**config.mk**
```make
export PLATFORM = sky130hd
export DESIGN_NAME = ts_capture_latch
export DESIGN_NICKNAME = d
export VERILOG_FILES = /design/src/rtl/ts_cap_pkg.sv /design/src/rtl/ts_rx_filter.sv /design/src/rtl/ts_dir_latch.sv /design/src/rtl/ts_capture_latch.sv
export SDC_FILE = /design/constraint.sdc
export NUM_CORES = 1
export LEC_CHECK = 0
export CORE_MARGIN = 3
export CORE_UTILIZATION = 55
export CTS_CLUSTER_DIAMETER = 40
export DETAILED_ROUTE_END_ITERATION = 8
export PLACE_DENSITY = 0.86
export SLEW_MARGIN = 30
export SYNTH_ARGS = -nofsm -noshare
export SYNTH_HDL_FRONTEND = slang
export SYNTH_SLANG_ARGS = --single-unit
```
**constraint.sdc**
```tcl
create_clock -name clk -period 5.3 [get_ports clk]
set_input_delay 0.795 -clock clk [delete_from_list [all_inputs] [get_ports clk]]
set_output_delay 0.795 -clock clk [all_outputs]
set_load 0.02 [all_outputs]
```
**src/rtl/ts_cap_pkg.sv**
```systemverilog
// Shared definitions for the packet timestamp capture latch.
// Assumes a 32-bit register word and a time counter of two words.
package ts_cap_pkg;
    typedef enum logic [1:0] {
        RXM_OFF    = 2'b00,
        RXM_V1_UDP = 2'b01,
        RXM_V2_EVT = 2'b10,
        RXM_RSVD   = 2'b11
    } rx_mode_e;

    localparam logic [2:0] A_TXCTL  = 3'd0;
    localparam logic [2:0] A_RXCTL  = 3'd1;
    localparam logic [2:0] A_MSGCFG = 3'd2;
    localparam logic [2:0] A_ETQ    = 3'd3;
    localparam logic [2:0] A_TXLO   = 3'd4;
    localparam logic [2:0] A_TXHI   = 3'd5;
    localparam logic [2:0] A_RXLO   = 3'd6;
    localparam logic [2:0] A_RXHI   = 3'd7;

    localparam logic [15:0] PTP_ETYPE = 16'h88F7;
    localparam int          EN_BIT    = 4;
endpackage

```
**src/rtl/ts_rx_filter.sv**
```systemverilog
// Receive qualification filter: decides whether a classified packet is a
// timing event that the receive slot should capture.
// Assumes the classification fields are valid whenever the start strobe is.
module ts_rx_filter
    import ts_cap_pkg::*;
#(
    parameter int PORT_W = 16,
    parameter int MSG_W  = 8,
    parameter int VER_W  = 4
) (
    input  rx_mode_e          mode,
    input  logic [PORT_W-1:0] cfg_port,
    input  logic [MSG_W-1:0]  cfg_msg,
    input  logic              etq_en,
    input  logic              etq_ts,
    input  logic [15:0]       etq_type,
    input  logic              pkt_has_etype,
    input  logic [15:0]       pkt_etype,
    input  logic              pkt_is_udp,
    input  logic [PORT_W-1:0] pkt_dport,
    input  logic [VER_W-1:0]  pkt_ver,
    input  logic [MSG_W-1:0]  pkt_msg,
    output logic              hit
);
    localparam logic [VER_W-1:0] VER1 = VER_W'(1);
    localparam logic [VER_W-1:0] VER2 = VER_W'(2);

    logic udp_ok, l2_ok, evt_msg;

    // Transport checks shared by both modes.
    always_comb begin
        udp_ok  = pkt_is_udp && (pkt_dport == cfg_port);
        l2_ok   = pkt_has_etype && etq_en && etq_ts &&
                  (etq_type == PTP_ETYPE) && (pkt_etype == etq_type);
        evt_msg = (pkt_msg[MSG_W-1:2] == '0);
    end

    // Mode decode into the final match.
    always_comb begin
        case (mode)
            RXM_V1_UDP: hit = udp_ok && (pkt_ver == VER1) && (pkt_msg == cfg_msg);
            RXM_V2_EVT: hit = (udp_ok || l2_ok) && (pkt_ver == VER2) && evt_msg;
            default:    hit = 1'b0;
        endcase
    end

    // Any match must come from a packet of a supported version.
    always_comb begin
        if (hit) begin
            p_hit_version_r7: assert (pkt_ver == VER1 || pkt_ver == VER2);
        end
    end
endmodule

```
**src/rtl/ts_dir_latch.sv**
```systemverilog
// Single-entry capture slot for one direction. The slot samples the time on
// a qualifying event, locks, and is freed by a clear pulse. A clear wins
// over a coincident event.
// Assumes evt is already gated by the direction enable.
module ts_dir_latch #(
    parameter int TIME_W = 64
) (
    input  logic              clk,
    input  logic              rst_n,
    input  logic              evt,
    input  logic              clr,
    input  logic [TIME_W-1:0] systime,
    output logic              valid,
    output logic [TIME_W-1:0] stamp
);
    // Capture, hold and release of the slot.
    always_ff @(posedge clk) begin
        if (!rst_n) begin
            valid <= 1'b0;
            stamp <= '0;
        end else if (clr) begin
            valid <= 1'b0;
        end else if (evt && !valid) begin
            valid <= 1'b1;
            stamp <= systime;
        end
    end

    p_capture_r2: assert property (@(posedge clk) disable iff (!rst_n)
        (!valid && evt && !clr) |=> (valid && stamp == $past(systime)));
    p_lock_hold_r3: assert property (@(posedge clk) disable iff (!rst_n)
        (valid && !clr) |=> (valid && $stable(stamp)));
    p_release_r4: assert property (@(posedge clk) disable iff (!rst_n)
        clr |=> !valid);
    p_coincident_drop_r10: assert property (@(posedge clk) disable iff (!rst_n)
        (clr && evt) |=> (!valid && $stable(stamp)));
endmodule

```
**src/rtl/ts_capture_latch.sv**
```systemverilog
// Packet timestamp capture latch. It holds the configuration registers,
// qualifies transmit and receive start strobes, runs one capture slot per
// direction, and serves word reads. A read of a high word frees that slot.
// Assumes TIME_W is twice DATA_W and that reg_wr and reg_rd are exclusive.
module ts_capture_latch
    import ts_cap_pkg::*;
#(
    parameter int DATA_W = 32,
    parameter int TIME_W = 64,
    parameter int PORT_W = 16,
    parameter int MSG_W  = 8,
    parameter int VER_W  = 4
) (
    input  logic              clk,
    input  logic              rst_n,
    input  logic [TIME_W-1:0] systime,
    input  logic              tx_sof,
    input  logic              tx_mark,
    input  logic              rx_sof,
    input  logic              rx_has_etype,
    input  logic [15:0]       rx_etype,
    input  logic              rx_is_udp,
    input  logic [PORT_W-1:0] rx_dport,
    input  logic [VER_W-1:0]  rx_ver,
    input  logic [MSG_W-1:0]  rx_msg,
    input  logic              reg_wr,
    input  logic              reg_rd,
    input  logic [2:0]        reg_addr,
    input  logic [DATA_W-1:0] reg_wdata,
    output logic [DATA_W-1:0] reg_rdata
);
    localparam int HI_W = TIME_W - DATA_W;
    localparam int DIRS = 2;
    localparam int TXI  = 0;
    localparam int RXI  = 1;

    logic              tx_en, rx_en;
    rx_mode_e          rx_mode;
    logic [PORT_W-1:0] cfg_port;
    logic [MSG_W-1:0]  cfg_msg;
    logic              etq_en, etq_ts;
    logic [15:0]       etq_type;
    logic              rx_hit;

    logic [DIRS-1:0]   evt, clr, vld;
    logic [TIME_W-1:0] stamp [DIRS];

    // Configuration register writes; clearing enable also clears the mode.
    always_ff @(posedge clk) begin
        if (!rst_n) begin
            tx_en    <= 1'b0;
            rx_en    <= 1'b0;
            rx_mode  <= RXM_OFF;
            cfg_port <= '0;
            cfg_msg  <= '0;
            etq_en   <= 1'b0;
            etq_ts   <= 1'b0;
            etq_type <= '0;
        end else if (reg_wr) begin
            case (reg_addr)
                A_TXCTL: tx_en <= reg_wdata[EN_BIT];
                A_RXCTL: begin
                    rx_en   <= reg_wdata[EN_BIT];
                    rx_mode <= reg_wdata[EN_BIT] ? rx_mode_e'(reg_wdata[2:1]) : RXM_OFF;
                end
                A_MSGCFG: begin
                    cfg_port <= reg_wdata[DATA_W-1 -: PORT_W];
                    cfg_msg  <= reg_wdata[MSG_W-1:0];
                end
                A_ETQ: begin
                    etq_en   <= reg_wdata[DATA_W-1];
                    etq_ts   <= reg_wdata[DATA_W-2];
                    etq_type <= reg_wdata[15:0];
                end
                default: ;
            endcase
        end
    end

    ts_rx_filter #(.PORT_W(PORT_W), .MSG_W(MSG_W), .VER_W(VER_W)) u_filter (
        .mode          (rx_mode),
        .cfg_port      (cfg_port),
        .cfg_msg       (cfg_msg),
        .etq_en        (etq_en),
        .etq_ts        (etq_ts),
        .etq_type      (etq_type),
        .pkt_has_etype (rx_has_etype),
        .pkt_etype     (rx_etype),
        .pkt_is_udp    (rx_is_udp),
        .pkt_dport     (rx_dport),
        .pkt_ver       (rx_ver),
        .pkt_msg       (rx_msg),
        .hit           (rx_hit)
    );

    // Per-direction event and high-word clear strobes.
    always_comb begin
        evt[TXI] = tx_en && tx_sof && tx_mark;
        evt[RXI] = rx_en && rx_sof && rx_hit;
        clr[TXI] = reg_rd && (reg_addr == A_TXHI);
        clr[RXI] = reg_rd && (reg_addr == A_RXHI);
    end

    for (genvar d = 0; d < DIRS; d++) begin : g_slot
        ts_dir_latch #(.TIME_W(TIME_W)) u_slot (
            .clk     (clk),
            .rst_n   (rst_n),
            .evt     (evt[d]),
            .clr     (clr[d]),
            .systime (systime),
            .valid   (vld[d]),
            .stamp   (stamp[d])
        );
    end

    // Read data mux.
    always_comb begin
        reg_rdata = '0;
        case (reg_addr)
            A_TXCTL: begin
                reg_rdata[EN_BIT] = tx_en;
                reg_rdata[0]      = vld[TXI];
            end
            A_RXCTL: begin
                reg_rdata[EN_BIT] = rx_en;
                reg_rdata[2:1]    = rx_mode;
                reg_rdata[0]      = vld[RXI];
            end
            A_MSGCFG: begin
                reg_rdata[DATA_W-1 -: PORT_W] = cfg_port;
                reg_rdata[MSG_W-1:0]          = cfg_msg;
            end
            A_ETQ: begin
                reg_rdata[DATA_W-1] = etq_en;
                reg_rdata[DATA_W-2] = etq_ts;
                reg_rdata[15:0]     = etq_type;
            end
            A_TXLO:  reg_rdata = stamp[TXI][DATA_W-1:0];
            A_TXHI:  reg_rdata = stamp[TXI][TIME_W-1 -: HI_W];
            A_RXLO:  reg_rdata = stamp[RXI][DATA_W-1:0];
            default: reg_rdata = stamp[RXI][TIME_W-1 -: HI_W];
        endcase
    end

    p_disable_clears_r9: assert property (@(posedge clk) disable iff (!rst_n)
        (reg_wr && reg_addr == A_RXCTL && !reg_wdata[EN_BIT])
        |=> (!rx_en && rx_mode == RXM_OFF));
    p_tx_off_no_capture_r5: assert property (@(posedge clk) disable iff (!rst_n)
        (!tx_en && !vld[TXI]) |=> !vld[TXI]);
endmodule

```
==> reports/metrics.csv <==
metric;value;unit
status;finished clean;
share of the yosys chip area belonging to registers;0.4131;
Setup TNS Final;0;ns
row count;44;
Post-DP Area;10200;µm²
number of cells traversed by the worst hold path;2;
Synthesized Nets;1248;
Max Root-Sink Buffers;2;
combinational family with the most area after synthesis;simple AND/OR/NAND/NOR gates;
count of buffer and inverter cells on the critical path;2;
number of cells in the finished layout apart from fillers;1413;
Nets;1370;
Yosys reg bits;176;
peak per-stage delay on the critical path;0.72;ns
Detail Route Antenna Nets;0;
Die Height;130.5;µm
crit path max-delay cell type;nor2b_1;
die boundary width;130.5;µm
area of the multi-input gates;4498;µm²
number of buffers added for setup after CTS;0;
part of the cycle the worst path needs;0.7255;
overall overflow remaining after global route;0;
clock latency on the worst-skew pair;0.43;ns
estimated wirelength of the detail-placed design;18.83;mm
wirelength, routed;28.51;mm
clock net sink count;176;
CTS tree;built;
first-pass GRT wire length;43.48;mm
gate count after technology mapping;1094;
Seq. cell area;3523;µm²
share of the synthesized netlist area taken by xor and xnor gates;0.03286;
Synth Area in Compound Gates;0.2096;
htree depth;4;
Worst Reg-to-Reg Cells;9;
Req. time, crit path;4.51;ns
top_reg_cell synth;dfxtp_1;
data arrival time of the critical path;3.05;ns
cell family with the largest share of critical-path delay;simple AND/OR/NAND/NOR gates;
I/O Pins;184;
area of the core;14860;µm²
cell mode on critical path;a221oi_1;
vias post-DR;8823;
Worst Skew;0.006153;ns
type of origin of the critical path;input port;
Warnings, synthesis;0;
endpoint class of the critical path;output port;
average instance area after synthesis;7.797;µm²
hold buffers post-CTS;0;
basic-gate share of the synthesized area counting and, or, nand and nor cells;0.2178;
Leak Pwr;3.605;nW
post-synth cell types;47;
Total GRT Usage;0.3270;
Filler Cells Inserted;1131;
vias per cell;6.244;
via count of the first global-routing pass;8014;
Final Setup Violations;0;
critical path, cell by cell;buf_2 -> nor2b_1 -> a221oi_1 -> a31oi_1 -> a221oi_1 -> nor2_1 -> clkdlybuf4s50_1;
clock transition time at the flip-flop clock pins of the worst setup and hold paths;0.06;ns
share of flip-flops with an asynchronous set or reset;0;
Worst Hold Margin;0.4525;ns
Non-Filler Cell Area, Final;10800;µm²
Avg WL per Cell;20.17;µm
largest fanout of any net on the critical path;18;
number of buffers added on ports;183;
commonest cells after routing, fill and taps aside;nand2_1 (259), a21oi_1 (182), clkdlybuf4s50_1 (180);
most common cell after layout, fill and taps aside;nand2_1;
router iterations before antenna repair;6;
area growth from synthesis to layout;26.65;%
number of hold-slack violations in the final timing report;0;
WP depth;7;
adder and majority cell fraction of the synthesized area;0.002934;
Pwr per Cell Area;269.9;nW/µm²
worst hold path type;reg2reg;
fraction of synthesized area in multiplexers;0.05941;
initial drt markers;1142;
number of placed instances, taps included;1381;
max capacitance violation total;0;
min cycle time layout;3.845;ns
start-to-end type of the worst setup path;in2out;
RSZ-0062 raised after global routing;no;
worst voltage drop across the vdd grid;0.2426;mV
maximum clock frequency;260.1;MHz
fraction of final layout cells sized beyond drive strength 1;0.06347;
slew of the pin with the lowest slew margin;0.8655;ns
RD Place Congestion;0.9567;
antenna violations before repair;0;
count of cells resized by post-cts repair;0;
number of enable-type register cells in the synthesized netlist;0;
pin count of the biggest net entering global routing;102;
die footprint;17040;µm²
total DRC errors in the routed layout;0;
clock root buffer;clkbuf_16;
Slew Limit Fails;0;
Initial Util;0.5738;
relative slew slack;0.4218;
netlist area before placement;8529;µm²
number of clock buffers inserted by TritonCTS;17;
Antenna Diode Count;0;
## cells by family (layout without fill, tap and decap cells)
kind of cell / Yosys count / after routing
buffers and inverters: 100 / 235
flip-flops: 176 / 176
adder cells (fa/ha/maj): 2 / 2
AND/OR/NAND/NOR: 414 / 414
multiplexers: 47 / 47
XOR/XNOR: 32 / 32
AO/OA/AOI/OAI: 323 / 323
## through the flow
step / total power, mW / setup WS (ns) / util
floorplan: 1.484 / 2.307 / -
global placement: 1.662 / 1.497 / 0.6864
detailed placement: 1.664 / 1.496 / 0.6864
CTS: 2.912 / 1.462 / 0.7262
global route: 2.986 / 1.242 / 0.7268
finish: 2.916 / 1.455 / 0.7268
## final timing paths
| kind | startpoint | endpoint | slack [ns] |
|---|---|---|---|
| hold / removal | g_slot[0].u_slot.stamp[12] | g_slot[0].u_slot.stamp[12] | 0.45 |
| setup reg to reg | rx_mode[0] | g_slot[1].u_slot.stamp[28] | 2.38 |
| hold reg to reg | g_slot[0].u_slot.stamp[12] | g_slot[0].u_slot.stamp[12] | 0.45 |
| setup / recovery | reg_addr[0] | reg_rdata[1] | 1.45 |
## Yosys cell counts (all sizes together), types with 2 or more instances
master | count | area (µm²)
a21oi | 182 | 910.9
a221oi | 4 | 35.03
a222oi | 3 | 30.03
a22o | 13 | 113.9
a22oi | 14 | 105.1
a31oi | 2 | 12.51
and2 | 4 | 25.02
and3 | 3 | 18.77
buf | 43 | 334.1
clkbuf | 54 | 202.7
dfxtp | 176 | 3523
ha | 2 | 25.02
inv | 3 | 11.26
mux2 | 19 | 214.0
mux2i | 27 | 270.3
nand2 | 260 | 975.9
nand2b | 3 | 18.77
nand3 | 9 | 45.04
nand4 | 75 | 469.2
nor2 | 36 | 135.1
nor2b | 6 | 37.54
nor3 | 5 | 30.03
nor4 | 4 | 25.02
nor4b | 2 | 17.52
o21ai | 91 | 455.4
o22ai | 7 | 43.79
o41ai | 2 | 32.53
or3 | 2 | 12.51
or4 | 2 | 18.77
xnor2 | 24 | 210.2
xor2 | 8 | 70.07
## state kept, by name, summed over array words and instances (netlist names)
register / cells
g_slot.u_slot.stamp: 128
cfg_port: 16
etq_type: 16
cfg_msg: 8
g_slot.u_slot.valid: 2
rx_mode: 2
etq_en: 1
etq_ts: 1
rx_en: 1
tx_en: 1
## layer usage
layer  GRT usage  vias up  wire length, µm
met5           0        -                0
met4      0.1174        0              726
met3     0.07764       61             3545
met2      0.4743      609            12270
met1      0.4754     4043            11970
li1            -     4110                -
## area by class of cell
| class | count | share of cell area |
|---|---|---|
| multi-input combinational | 818 | 0.4164 |
| clock inverter | 10 | 0.01262 |
| timing repair buffer | 200 | 0.1800 |
| inverter | 3 | 0.001506 |
| tap | 184 | 0.02131 |
| sequential | 176 | 0.3262 |
| clock buffer | 22 | 0.04204 |
## where the power goes
group	leakage, nW	switching [mW]	internal, mW
combinational	1.91	0.147	0.151
sequential	1.42	0.0128	1.33
clock	0.280	0.522	0.752
## worst min-delay path, cell delays in order (launching register included)
cell and delay (ns):
dfxtp_1 0.31, nand2_1 0.05, a21oi_1 0.05
No activity file was read; power rests on OpenSTA's default activity.
